<file path="src/rtl/smcg_pkg.sv">
package smcg_pkg;
  typedef enum logic [1:0] {
    SLOT_EMPTY = 2'b00,
    SLOT_OTHER = 2'b01,
    SLOT_SMEM  = 2'b10
  } slot_kind_e;

  function automatic logic kind_is_smem(input logic [1:0] k);
    return k == SLOT_SMEM;
  endfunction
endpackage

</file>
<file path="src/rtl/smcg_history.sv">
module smcg_history
  import smcg_pkg::*;
#(
  parameter int DEPTH = 5,
  parameter int NREG  = 64
) (
  input  logic                        clk,
  input  logic                        rst_n,
  input  logic                        push,
  input  logic [1:0]                  push_kind,
  input  logic [NREG-1:0]             push_wr,
  input  logic [NREG-1:0]             push_rd,
  output logic [DEPTH-1:0][1:0]       h_kind,
  output logic [DEPTH-1:0][NREG-1:0]  h_wr,
  output logic [DEPTH-1:0][NREG-1:0]  h_rd
);
  // Slot 0 is the newest entry; a push shifts every slot one place older.
  for (genvar i = 0; i < DEPTH; i++) begin : g_slot
    logic [1:0]      nxt_kind;
    logic [NREG-1:0] nxt_wr;
    logic [NREG-1:0] nxt_rd;
    if (i == 0) begin : g_head
      assign nxt_kind = push_kind;
      assign nxt_wr   = push_wr;
      assign nxt_rd   = push_rd;
    end else begin : g_body
      assign nxt_kind = h_kind[i-1];
      assign nxt_wr   = h_wr[i-1];
      assign nxt_rd   = h_rd[i-1];
    end
    always_ff @(posedge clk or negedge rst_n) begin
      if (!rst_n) begin
        h_kind[i] <= SLOT_EMPTY;
        h_wr[i]   <= '0;
        h_rd[i]   <= '0;
      end else if (push) begin
        h_kind[i] <= nxt_kind;
        h_wr[i]   <= nxt_wr;
        h_rd[i]   <= nxt_rd;
      end
    end
  end

  // a push moves the newest entry into slot 1
  a_r8_shift_order: assert property (@(posedge clk) disable iff (!rst_n)
    push |=> h_wr[1] == $past(h_wr[0]));
endmodule

</file>
<file path="src/rtl/smcg_run_scan.sv">
module smcg_run_scan
  import smcg_pkg::*;
#(
  parameter int DEPTH = 5,
  parameter int NREG  = 64
) (
  input  logic [DEPTH-1:0][1:0]       h_kind,
  input  logic [DEPTH-1:0][NREG-1:0]  h_wr,
  input  logic [DEPTH-1:0][NREG-1:0]  h_rd,
  output logic [NREG-1:0]             run_wr,
  output logic [NREG-1:0]             run_rd,
  output logic                        run_open
);
  // alive[i]: slots 0..i are all scalar memory, so slot i belongs to the run.
  logic [DEPTH-1:0]            alive;
  logic [DEPTH-1:0][NREG-1:0]  acc_wr;
  logic [DEPTH-1:0][NREG-1:0]  acc_rd;

  for (genvar i = 0; i < DEPTH; i++) begin : g_scan
    if (i == 0) begin : g_first
      assign alive[i]  = kind_is_smem(h_kind[i]);
      assign acc_wr[i] = alive[i] ? h_wr[i] : '0;
      assign acc_rd[i] = alive[i] ? h_rd[i] : '0;
    end else begin : g_next
      assign alive[i]  = alive[i-1] & kind_is_smem(h_kind[i]);
      assign acc_wr[i] = acc_wr[i-1] | (alive[i] ? h_wr[i] : '0);
      assign acc_rd[i] = acc_rd[i-1] | (alive[i] ? h_rd[i] : '0);
    end
  end

  assign run_wr   = acc_wr[DEPTH-1];
  assign run_rd   = acc_rd[DEPTH-1];
  assign run_open = alive[0];
endmodule

</file>
<file path="src/rtl/smcg_judge.sv">
module smcg_judge #(
  parameter int NREG = 64
) (
  input  logic             gen_late,
  input  logic             cand_store,
  input  logic [NREG-1:0]  run_wr,
  input  logic [NREG-1:0]  run_rd,
  input  logic [NREG-1:0]  cand_wr,
  input  logic [NREG-1:0]  cand_rd,
  output logic             need_break
);
  // Decision order matters: mode gate, then empty write union, then store,
  // then the write/read intersection with the candidate folded in.
  function automatic logic decide(
    input logic            late,
    input logic            store,
    input logic [NREG-1:0] rw,
    input logic [NREG-1:0] rr,
    input logic [NREG-1:0] cw,
    input logic [NREG-1:0] cr
  );
    if (!late)      return 1'b0;
    if (rw == '0)   return 1'b0;
    if (store)      return 1'b1;
    return |((rw | cw) & (rr | cr));
  endfunction

  assign need_break = decide(gen_late, cand_store, run_wr, run_rd, cand_wr, cand_rd);
endmodule

</file>
<file path="src/rtl/smcg_top.sv">
module smcg_top
  import smcg_pkg::*;
#(
  parameter int DEPTH = 5,
  parameter int NREG  = 64
) (
  input  logic             clk,
  input  logic             rst_n,
  input  logic             gen_late,
  input  logic             iss_valid,
  input  logic [1:0]       iss_kind,
  input  logic [NREG-1:0]  iss_wr_mask,
  input  logic [NREG-1:0]  iss_rd_mask,
  input  logic             cand_valid,
  input  logic             cand_store,
  input  logic [NREG-1:0]  cand_wr_mask,
  input  logic [NREG-1:0]  cand_rd_mask,
  output logic             brk_valid,
  output logic             brk_req
);
  logic [DEPTH-1:0][1:0]       h_kind;
  logic [DEPTH-1:0][NREG-1:0]  h_wr;
  logic [DEPTH-1:0][NREG-1:0]  h_rd;
  logic [NREG-1:0]             run_wr;
  logic [NREG-1:0]             run_rd;
  logic                        run_open;
  logic                        need_break;

  smcg_history #(.DEPTH(DEPTH), .NREG(NREG)) u_hist (
    .clk       (clk),
    .rst_n     (rst_n),
    .push      (iss_valid),
    .push_kind (iss_kind),
    .push_wr   (iss_wr_mask),
    .push_rd   (iss_rd_mask),
    .h_kind    (h_kind),
    .h_wr      (h_wr),
    .h_rd      (h_rd)
  );

  smcg_run_scan #(.DEPTH(DEPTH), .NREG(NREG)) u_scan (
    .h_kind   (h_kind),
    .h_wr     (h_wr),
    .h_rd     (h_rd),
    .run_wr   (run_wr),
    .run_rd   (run_rd),
    .run_open (run_open)
  );

  smcg_judge #(.NREG(NREG)) u_judge (
    .gen_late   (gen_late),
    .cand_store (cand_store),
    .run_wr     (run_wr),
    .run_rd     (run_rd),
    .cand_wr    (cand_wr_mask),
    .cand_rd    (cand_rd_mask),
    .need_break (need_break)
  );

  always_ff @(posedge clk or negedge rst_n) begin
    if (!rst_n) begin
      brk_valid <= 1'b0;
      brk_req   <= 1'b0;
    end else begin
      brk_valid <= cand_valid;
      brk_req   <= cand_valid & need_break;
    end
  end

  // strobe follows the candidate by one cycle
  a_r2_strobe_follows: assert property (@(posedge clk) disable iff (!rst_n)
    cand_valid |=> brk_valid);
  a_r2_no_stray_strobe: assert property (@(posedge clk) disable iff (!rst_n)
    !cand_valid |=> !brk_valid);
  a_r2_req_inside_strobe: assert property (@(posedge clk) disable iff (!rst_n)
    brk_req |-> brk_valid);
  // earlier generation never asks for a break
  a_r3_early_quiet: assert property (@(posedge clk) disable iff (!rst_n)
    (cand_valid && !gen_late) |=> !brk_req);
  // no run destinations means no break
  a_r4_no_defs: assert property (@(posedge clk) disable iff (!rst_n)
    (cand_valid && run_wr == '0) |=> !brk_req);
  // store behind a run with destinations always breaks
  a_r5_store_breaks: assert property (@(posedge clk) disable iff (!rst_n)
    (cand_valid && gen_late && cand_store && run_wr != '0) |=> brk_req);
  // newest slot not scalar memory leaves an empty run
  a_r7_run_closed: assert property (@(posedge clk) disable iff (!rst_n)
    !run_open |-> (run_wr == '0 && run_rd == '0));
endmodule

</file>
<file path="config.mk">
export PLATFORM = sky130hd
export DESIGN_NAME = smcg_top
export DESIGN_NICKNAME = d
export VERILOG_FILES = /design/src/rtl/smcg_pkg.sv /design/src/rtl/smcg_history.sv /design/src/rtl/smcg_run_scan.sv /design/src/rtl/smcg_judge.sv /design/src/rtl/smcg_top.sv
export SDC_FILE = /design/constraint.sdc
export NUM_CORES = 1
export LEC_CHECK = 0
export BUFFER_PORTS_ARGS = -buffer_cell sky130_fd_sc_hd__buf_2
export CORE_MARGIN = 3
export CORE_UTILIZATION = 33
export CTS_CLUSTER_SIZE = 20
export DETAILED_ROUTE_END_ITERATION = 7
export PLACE_DENSITY_LB_ADDON = 0.3
export SLEW_MARGIN = 40
export SYNTH_ARGS = -nofsm -noshare
export SYNTH_HDL_FRONTEND = slang
export SYNTH_SLANG_ARGS = --single-unit
</file>
<file path="constraint.sdc">
create_clock -name clk -period 2.59 [get_ports clk]
set_clock_uncertainty 0.15 [all_clocks]
set_input_delay 0.1295 -clock clk [delete_from_list [all_inputs] [get_ports clk]]
set_output_delay 0.1295 -clock clk [all_outputs]
set_load 0.02 [all_outputs]
</file>
==> metrics.txt, run 1 <==
xor/xnor share of the synthesized area 0%; Initial Utilization 33.48%; Synth Area in Compound Gates a little over a tenth; Final min period 2.841 ns; IO buf count 265; Syn Area/Cell around 13 µm²; Core Area between 0.08 and 0.09 mm²; vias in the first global route 22470; critical setup path kind flop to flop; Worst Hold Class input port to flop; die area 0.09036 mm²; Die Width between 300 and 400 µm; gate count after technology mapping 2208; Worst Path Max Fanout 24; initial antenna violation count 7; CTS Buffer Depth 3; final setup violating endpoints 1; Max Cap Viol 0; CTS HTree Levels 3; Worst Path Arrival between 3 and 4 ns; GRT Util Overall 21.37%; CP required slightly below 3 ns; DRC violations left 0; Max Slew Vio Count 0; commonest non-fill, non-tap cell in the layout dfrtp_1; Seq/Total Area, Yosys between 50% and 60%; Hold Fails Final Rpt 0; Post-Syn Nets 2472; P_leak 16.45 nW; Simple-Gate Fraction of Synth Area 4.810%; area grow syn2layout 33.85%; fin worst setup slack -0.2506 ns; Post-synth EDFFs 0; IO Pins ~270; total gr overflow 0; Yosys reg bits approximately 650; maximum clock rate between 300 and 400 MHz; Clk Latency, worst-skew pair approximately 0.62 ns; asr flop ratio synth 100.0%; TritonCTS buffer count 75; ys flop type dfrtp_1; HPWL after DPL 71070 µm; Worst slew margin approximately 55%; status finished with violations; clock transition time at the flip-flop clock pins of the worst setup and hold paths 0.06 ns; CTS tree yes; commonest non-fill, non-tap cells in the layout 652 x dfrtp_1, 642 x mux2_2, 263 x buf_2; ratio of cells with drive above 1 in the final layout 47.45%; root buffer cell clkbuf_16; Cell Rows 107; largest family of logic cells by synthesized area multiplexers; Placer Congestion 0.9005; total power 30.28 mW; synthesized cell area 0.02864 mm²; Synth Area in Adders 0%; violated checks negative setup slack; final WL around 97000 µm; Setup WS pre-CTS -0.7178 ns; WL/cell around 24 µm; RSZ-0062 raised after global routing true; CP Launch Type flop; P per Cell Area 789.8 mW/mm²; die height 300.6 µm; first-pass GRT wire length 145000 µm; clock net sink count approximately 650; largest net degree at the start of global routing 100; peak supply drop 0.0004091 V; Final nets about 3100; Initial DRC Count around 1400; Via density 5.275; multiplexer share of the synthesized area 25.24%; crit share post-route 109.7%; Worst setup EP type flop; DR vias 21460; DR pass1 iterations 5; post-synth cell types 54; Antenna Nets Post-Route 0; Worst-Margin Slew 0.6664 ns; YS warnings 0
repair_timing:
item,in CTS,in global routing
gates resized for setup,73,24
hold endpoints to repair,806,0
setup buffers,12,4
setup endpoints to repair,1,1
hold buffers,175,0
gates cloned,2,0
pin swaps,21,24
path summary, 6_finish.rpt:
| check | cells after the start | end | from | slack (ns) |
|---|---|---|---|---|
| max | 11 | brk_req | u_hist.h_kind[9] | -0.25 |
| min | 7 | brk_req | cand_wr_mask[8] | 0.001 |
| max reg2reg | 11 | brk_req | u_hist.h_kind[9] | -0.25 |
| min reg2reg | 1 | u_hist.h_rd[289] | u_hist.h_rd[289] | 0.35 |
| max in group asynchronous | 4 | u_hist.g_slot[1].nxt_wr[3] | rst_n | 1.59 |
| min in group asynchronous | 3 | u_hist.g_slot[1].nxt_rd[10] | rst_n | 0.03 |
worst max-delay path, cell delays in order (launching register included):
cell and delay [ns]:
dfrtp_1 0.37, nor2b_2 0.23, buf_12 0.18, buf_4 0.24, a21oi_1 0.22, nor2_1 0.06, a21oi_1 0.24, buf_4 0.21
a21o_1 0.13, nor4b_4 0.26, nand4_1 0.14, o31a_1 0.29
sequential cells by signal, indices dropped and copies added (netlist names):
signal / count
brk_req: 1
brk_valid: 1
u_hist.g_slot.nxt_wr: 256
u_hist.g_slot.nxt_kind: 8
u_hist.h_rd: 64
u_hist.h_wr: 64
u_hist.g_slot.nxt_rd: 256
u_hist.h_kind: 2
synth_stat cells (7+ instances only):
cell,number,area share (%)
a221oi_1,10,0.31
clkbuf_1,123,1.6
buf_1,11,0.14
o21bai_1,13,0.34
o221ai_1,12,0.37
and3b_1,30,0.92
nor3_1,22,0.38
a21oi_1,230,4.0
nor2_1,84,1.1
o21ai_0,57,1.0
a211oi_1,28,0.73
nor4_1,19,0.41
dfrtp_1,652,57
or2_2,9,0.20
and2_1,19,0.41
buf_2,7,0.12
nand2_1,39,0.51
mux2_2,642,25
nand4_1,9,0.20
a2111oi_0,12,0.37
o32ai_1,17,0.52
o22ai_1,60,1.3
inv_1,10,0.13
o211ai_1,30,0.79
report_power, final:
group,switching [mW],internal [mW]
clock,4.28,6.14
sequential,1.54,12.2
combinational,2.81,3.31
cell families (layout without fill, tap and decap cells):
family                 Yosys count  after routing
AOI/OAI and AO/OA              498            498
and+or+nand+nor                258            260
buffers and inverters          158            871
DFF                            652            652
other                            0              1
muxes                          642            642
metal layers:
| metal | track usage [%] | up-vias | share of wire (%) |
|---|---|---|---|
| li1 | - | 9515 | - |
| met1 | 29.65 | 11140 | 44 |
| met2 | 33.44 | 643 | 46 |
| met3 | 3.540 | 167 | 5.9 |
| met4 | 8.451 | 0 | 4.2 |
| met5 | 0 | - | 0 |
per-stage QoR:
step	util [%]	TNS, ns	instance area, µm²	instances	hold WS, ns
2_1_floorplan	-	0	28640	2208	-0.3161
3_3_place_gp	39.16	-0.6491	33500	3748	-0.1126
3_5_place_dp	39.16	-0.7178	33500	3748	-0.1010
4_1_cts	44.63	-0.2366	38180	4064	0.008513
5_1_grt	44.81	-0.3388	38330	4067	0.02557
6_report	44.81	-0.2506	38340	4068	0.001292
final cells by class:
| type | count | area (µm²) |
|---|---|---|
| multi-input combinational | 1400 | 12210 |
| clock buffer | 115 | 2272 |
| antenna | 1 | 2.502 |
| inverter | 10 | 37.54 |
| timing repair buffer | 732 | 5926 |
| tap | 1144 | 1431 |
| sequential | 652 | 16320 |
| fill | 7723 | 47210 |
| clock inverter | 14 | 137.6 |
No activity file was read; power rests on OpenSTA's default activity.
==> inputs of run 2 (changes only) <==
Settings changed: REMOVE_ABC_BUFFERS set to 1, SLEW_MARGIN 40 to not set.
==> run 2 against run 1 <==
  * The flow still finishes with violations (negative setup slack)
  * Die area unchanged
  * Critical path depth is 1 higher
  * Setup slack worse by 0.096 ns
  * Cell count shrank 1.3%
  * Count of clock-buffer cells in the layout fell by 6
  * Highest routed layer unchanged
  * Sequential share of layout area up 0.41 points
  * Core utilization shrank 0.42 points
  * Total power shrank 0.84%
==> metrics.txt, run 2 (synthesized netlist as in run 1, its figures left out) <==
IO Pins 266 (unchanged); Core Area 0.08555 mm² (unchanged); TritonCTS buffer count 71 (-5.3%); HPWL after DPL 62860 µm (-12%); clock net sink count 652 (unchanged); Worst Path Arrival 3.28 ns (+0.08 ns); total power 30.02 mW (-0.84%); Final min period 2.936 ns (+0.09590 ns); DR vias 20720 (-3.5%); final setup violating endpoints 1 (unchanged); Worst Hold Class input port to flop; CP Launch Type flop; area grow syn2layout 32.59%; Worst Path Max Fanout 8 (-67%); CP required 2.94 ns (about the same); fin worst setup slack -0.3465 ns (-0.09590 ns); die area 0.09036 mm² (unchanged); Worst slew margin 38.95% (-16 points); dpl cell area 0.03313 mm² (-1.1%); IO buf count 265 (unchanged); commonest non-fill, non-tap cell in the layout dfrtp_1; fin util 44.39% (-0.42 points); Worst-Margin Slew 0.9158 ns (+0.2493 ns); Hold Fails Final Rpt 0 (unchanged); Via density 5.157 (-2.2%); initial antenna violation count 2 (-5); crit share post-route 113.4% (+3.7 points); CTS HTree Levels 3 (unchanged); Placer Congestion 0.8720 (-3.2%); DR pass1 iterations 5 (unchanged); P_leak 16.31 nW (-0.84%); clock transition time at the flip-flop clock pins of the worst setup and hold paths 0.06 ns (about the same); critical setup path kind flop to flop; total gr overflow 0 (unchanged); commonest non-fill, non-tap cells in the layout 649 x dfrtp_1, 642 x mux2_2, 263 x buf_2; FF-to-FF path depth 12 (+1); die height 300.6 µm (unchanged); violated checks negative setup slack; WL/cell 22.26 µm (-6.8%); maximum clock rate 340.5 MHz (-3.3%); Initial Utilization 33.48% (unchanged); final WL 89430 µm (-8.0%); RSZ-0062 raised after global routing true; peak supply drop 0.0004250 V (+3.9%); Setup WS pre-CTS -0.7284 ns (-0.01060 ns); first-pass GRT wire length 135200 µm (-6.8%); Cell Rows 107 (unchanged); hold_ws 0.06668 ns (+0.06538 ns); Worst setup EP type flop; Die Width 300.6 µm (unchanged); ratio of cells with drive above 1 in the final layout 48.14% (+0.69 points); status finished with violations; P per Cell Area 790.6 mW/mm² (+0.10%); Max Cap Viol 0 (unchanged); CTS tree yes; Antenna Nets Post-Route 0 (unchanged); Final nets 3081 (-1.7%); CTS Buffer Depth 3 (unchanged); hold depth 6 (-1); Clk Latency, worst-skew pair 0.61 ns (about the same); GRT Util Overall 19.53% (-1.8 points); root buffer cell clkbuf_16; DRC violations left 0 (unchanged); largest net degree at the start of global routing 90 (-10%); post-route cell area 0.03798 mm² (-0.94%); Max Slew Vio Count 0 (unchanged); vias in the first global route 21980 (-2.2%); Initial DRC Count 1275 (-8.6%)
-- run 2: worst paths after layout --
| check | end | slack [ns] | startpoint |
|---|---|---|---|
| max reg2reg | brk_req | -0.35 | u_hist.g_slot[3].nxt_kind[1] |
| max | brk_req | -0.35 | u_hist.g_slot[3].nxt_kind[1] |
| min reg2reg | u_hist.h_wr[284] | 0.35 | u_hist.h_wr[284] |
| min | brk_req | 0.07 | cand_rd_mask[25] |
| max in group asynchronous | u_hist.g_slot[1].nxt_wr[33] | 0.49 | rst_n |
| min in group asynchronous | u_hist.g_slot[4].nxt_rd[36] | 0.48 | rst_n |
-- run 2: routing by layer --
metal	global-route usage, %	wire length [µm]	vias to the layer above	share of wire [%]
li1	-	-	9407	-
met1	26.12	38990	10670	44
met2	32.94	43530	506	49
met3	2.545	4130	133	4.6
met4	6.214	2782	0	3.1
met5	0	0	-	0
-- run 2: cell type report --
class / instances / area (µm²)
Timing Repair Buffer: 683 / 5545
Antenna cell: 2 / 5.005
Inverter: 10 / 37.54
Clock buffer: 109 / 2185
Clock inverter: 18 / 216.5
Fill cell: 7773 / 47570
Sequential cell: 652 / 16320
Tap cell: 1144 / 1431
Multi-Input combinational cell: 1399 / 12240
-- run 2: critical path: stages, from the launching register on --
cell     delay, ns
dfrtp_1       0.38
buf_4         0.15
nor2b_4       0.16
buf_12        0.17
buf_4         0.16
a21o_1        0.17
a21oi_1       0.14
o22ai_1       0.09
buf_4         0.17
or4_1         0.54
nor4_4        0.28
a31oi_1       0.15
o31a_1        0.13
-- run 2: timing repair --
action | 4_1_cts | 5_1_grt
hold endpoints to repair | 452 | 0
gates cloned | 4 | 2
setup buffers | 21 | 9
pin swaps | 28 | 22
gates resized for setup | 77 | 38
hold buffers | 150 | 0
endpoints found under the setup margin | 1 | 19
-- run 2: metrics by stage --
step | setup TNS (ns) | std cells
floorplan | -2.895 | 2060
global placement | -0.6620 | 3705
detailed placement | -0.7284 | 3705
CTS | -0.3261 | 4006
global route | -0.4554 | 4016
finish | -0.3465 | 4017
-- run 2: report_power, final --
part / total [mW] / switching [mW] / leakage, nW / internal [mW]
Clock: 10.3 / 4.11 / 1.19 / 6.22
Combinational: 6.01 / 2.73 / 7.44 / 3.28
Sequential: 13.7 / 1.49 / 7.68 / 12.2
==> inputs of run 3 (changes only) <==
Settings changed: ABC_AREA set to 1, BUFFER_PORTS_ARGS -buffer_cell sky130_fd_sc_hd__buf_2 to not set, DONT_BUFFER_PORTS set to 1, RECOVER_POWER set to 100.
==> run 3 against run 2 <==
  * Synthesized cell count increased by 75%
  * The flow now stops in clock tree synthesis (4_1_cts)
  * Synthesized area increased by 5.6%
==> metrics.txt, run 3 <==
status did not finish; Stop stage clock tree synthesis (4_1_cts); first error in the log [ERROR RSZ-0060] Max buffer count reached.; Yosys reg bits 652 (unchanged); library cell with the highest instance count after synthesis nand2_1; Placer Congestion 0.7921 (-9.2%); Setup WS pre-CTS -0.2613 ns (+0.4672 ns); Initial Utilization 33.45% (about the same); HPWL after DPL 54720 µm (-13%); Seq/Total Area, Yosys 53.94% (-3.0 points); Syn Area/Cell 7.827 µm² (-40%); post-synth cell types 29 (-46%); Post-CTS Setup Inserts 10 (-52%); clock net sink count 652 (unchanged); Die Width 308.7 µm (+2.7%); CTS HTree Levels 3 (unchanged); placed instance count 4879 (+32%); TritonCTS buffer count 76 (+7.0%); YS warnings 0 (unchanged); synthesized cell area 0.03025 mm² (+5.6%); post-CTS resize count 18 (-77%); Synth top cells by count 920 x nand2_1, 652 x dfrtp_1, 521 x nor2_1; hold_buf cts 1005 (+570%); top-area cell type share of the netlist area 53.94% (-3.0 points); Area contributors post-synth dfrtp_1 54%, nand2_1 11%, o21ai_0 8.1%, nor2_1 6.5%, inv_1 5.8%; IO Pins 266 (unchanged); asr flop ratio synth 100.0% (unchanged); Cell Rows 110 (+2.8%); gate count after technology mapping 3864 (+75%); Synth area leader dfrtp_1; root buffer cell clkbuf_16; Post-synth EDFFs 0 (unchanged); CTS Buffer Depth 3 (unchanged); IO buf count 0 (-100%); die height 308.7 µm (+2.7%); ys flop type dfrtp_1
[run 3: kinds of logic after synthesis]
group,after synthesis,share of synthesized area [%]
AND/OR/NAND/NOR,1751,23.71
buffers and inverters,689,9.022
flip-flops,652,53.94
multiplexers,22,0.8191
AO/OA/AOI/OAI,750,12.51
[run 3: stage by stage]
step | instance area, µm² | util (%)
global placement | 31480 | 34.82
detailed placement | 31480 | 34.82
floorplan | 29280 | -
==> inputs of run 4 (changes only) <==
Settings changed: CORE_UTILIZATION 33 to 20, CTS_CLUSTER_SIZE 20 to not set, PLACE_DENSITY_LB_ADDON 0.3 to 0.15.
Clock period 2.59 ns to 3.37 ns, I/O delays scaled along.
==> run 4 against run 3 <==
  * The flow now finishes, with violations (negative hold slack, max-capacitance violations, max-slew violations, negative setup slack)
  * Synthesized cell count is the same
  * Synthesized area is the same
==> metrics.txt, run 4 <==
Initial DRC Count 1628; Clk Latency, worst-skew pair around 0.7 ns; r2r startpoint u_hist.g_slot[4].nxt_kind[1]; area grow syn2layout 48.31%; Yosys reg bits 652 (unchanged); clock transition time at the flip-flop clock pins of the worst setup and hold paths around 0.06 ns; Worst Path Max Fanout between 1000 and 1500; post-synth cell types 29 (unchanged); DR vias 27990; violated checks negative hold slack, max-capacitance violations, max-slew violations, negative setup slack; fin worst setup slack -1.080 ns; CTS HTree Levels 3 (unchanged); commonest non-fill, non-tap cell in the layout dlygate4sd3_1; highest metal used met5; Placer Congestion 0.7250 (-8.5%); status finished with violations; commonest non-fill, non-tap cells in the layout 946 x dlygate4sd3_1, 920 x nand2_1, 652 x dfrtp_1; FF-to-FF path depth 17; CTS tree yes; Seq/Total Area, Yosys 53.94% (unchanged); internal reg-to-reg setup slack 0.24 ns; ratio of cells with drive above 1 in the final layout 4.573%; post-route cell area 0.04486 mm²; dpl cell area 0.03225 mm² (+2.4%); met2 WL post-DR 55690 µm; Synth area leader dfrtp_1; WL/cell 17.09 µm; final WL 116400 µm; Post-Layout Cell Count 6813; GRT Util Overall ~15%; YS warnings 0 (unchanged); CP required approximately 3.8 ns; DR pass1 iterations 5; final setup violating endpoints ~340; Worst Hold Endpoint brk_req; Core Area 0.1500 mm²; hold_ws -0.004527 ns; CP Launch Type input port; IO buf count 0 (unchanged); top-area cell type share of the netlist area 53.94% (unchanged); fin util 29.91%; met3 wire length 3696 µm; ys flop type dfrtp_1; placed instance count 5696 (+17%); die area 0.1559 mm²; Post-synth EDFFs 0 (unchanged); maximum clock rate 224.7 MHz; total gr overflow 0; hold depth 10; gate count after technology mapping 3864 (unchanged); DRC violations left 0; Synth top cells by count 920 x nand2_1, 652 x dfrtp_1, 521 x nor2_1; Syn Area/Cell 7.827 µm² (unchanged); HPWL after DPL 65070 µm (+19%); Worst setup EP type flop; RSZ-0062 raised after global routing false; Via density between 4 and 5; asr flop ratio synth 100.0% (unchanged); HP Start cand_wr_mask[51]; TritonCTS buffer count 85 (+12%); Final nets 4999; first-pass GRT wire length 176300 µm; crit share post-route 132.1%; Cell Rows 142 (+29%); Worst Path Arrival 4.85 ns; fill count ~16000; root buffer cell clkbuf_16; Metal-1 WL 54340 µm; P_leak 20.08 nW; IO Pins 266 (unchanged); P per Cell Area 504.1 mW/mm²; Initial Utilization 20.17% (-13 points); Antenna Nets Post-Route 0; Max Cap Viol 3; Area contributors post-synth dfrtp_1 54%, nand2_1 11%, o21ai_0 8.1%, nor2_1 6.5%, inv_1 5.8%; CTS Buffer Depth 3 (unchanged); Final min period approximately 4.5 ns; die height 394.9 µm (+28%); Die Width 394.9 µm (+28%); synthesized cell area 0.03025 mm² (unchanged); largest net degree at the start of global routing 1020; clock net sink count 652 (unchanged); Crit Reg-Reg Endpoint brk_req; library cell with the highest instance count after synthesis nand2_1; vias in the first global route between 20000 and 30000; Max Slew Vio Count between 1000 and 1500; peak supply drop 0.0003155 V; initial antenna violation count 30; critical setup path kind input port to flop; Worst-Margin Slew 4.755 ns; Worst Hold Class input port to flop; Worst slew margin -217.0%; Hold Fails Final Rpt 1
## run 4: cell counts after synthesis
No cell type changed its count.
## run 4: cells by family after synthesis
| logic type | Yosys count | synth area share [%] |
|---|---|---|
| buffers and inverters | 689 | 9.022 |
| AND/OR/NAND/NOR | 1751 | 23.71 |
| multiplexers | 22 | 0.8191 |
| flip-flops | 652 | 53.94 |
| AO/OA/AOI/OAI | 750 | 12.51 |
## run 4: repair_timing
| action | in CTS | in global routing |
|---|---|---|
| resized for setup | 0 | 15 |
| hold buffers | 947 | 3 |
| buffers inserted | 0 | 10 |
| hold endpoints to repair | 1295 | 334 |
| endpoints found under the setup margin | 0 | 1 |
## run 4: per-stage QoR
stage	worst slack (ns)	setup TNS, ns	power [mW]
floorplan	-3.096	-3.096	10.81
global placement	0.1479	0	11.73
detailed placement	0.1927	0	11.75
CTS	0.04638	0	22.80
global route	0.009235	0	23.93
finish	-1.080	-96.16	22.61
## run 4: worst max path at each step
stage,start,endpoint,slack (ns),cells after the start
finish,iss_valid,u_hist.g_slot[1].nxt_wr[62],-1.08,3
global route,u_hist.g_slot[1].nxt_kind[0],brk_req,0.009,17
CTS,u_hist.g_slot[1].nxt_kind[0],brk_req,0.05,17
detailed placement,u_hist.g_slot[2].nxt_kind[0],brk_req,0.19,16
global placement,u_hist.g_slot[2].nxt_kind[0],brk_req,0.15,16
floorplan,u_hist.g_slot[2].nxt_kind[1],brk_req,-3.10,13
## run 4: area by class of cell
class                   instances  area (µm²)  share of cell area (%)
repair buffers               1003       10200                   22.73
inverters                     469        1789                   3.989
multi-input cells            2523       11260                   25.10
flip-flops and latches        652       16320                   36.37
clock inverters                16       231.5                  0.5160
well taps                    2016        2522                   5.623
clock buffers                 125        2511                   5.598
diodes                          8       20.02                 0.04463
repair inverters                1       11.26                 0.02510
## run 4: routing by layer
layer | vias up | global-route usage (%)
li1 | 13910 | -
met1 | 13550 | 19.64
met2 | 372 | 24.63
met3 | 150 | 2.117
met4 | 6 | 3.881
met5 | - | 0
## run 4: report_power, final
part           switching, mW  leakage, nW  internal [mW]
Clock                   3.70         1.35           5.50
Sequential             0.481         7.81           8.79
Combinational           2.01         10.9           2.13
## run 4: worst max-delay path: stages
cell           delay, ns
nand2_1             1.51
o21ai_0             0.21
dlygate4sd3_1       0.74
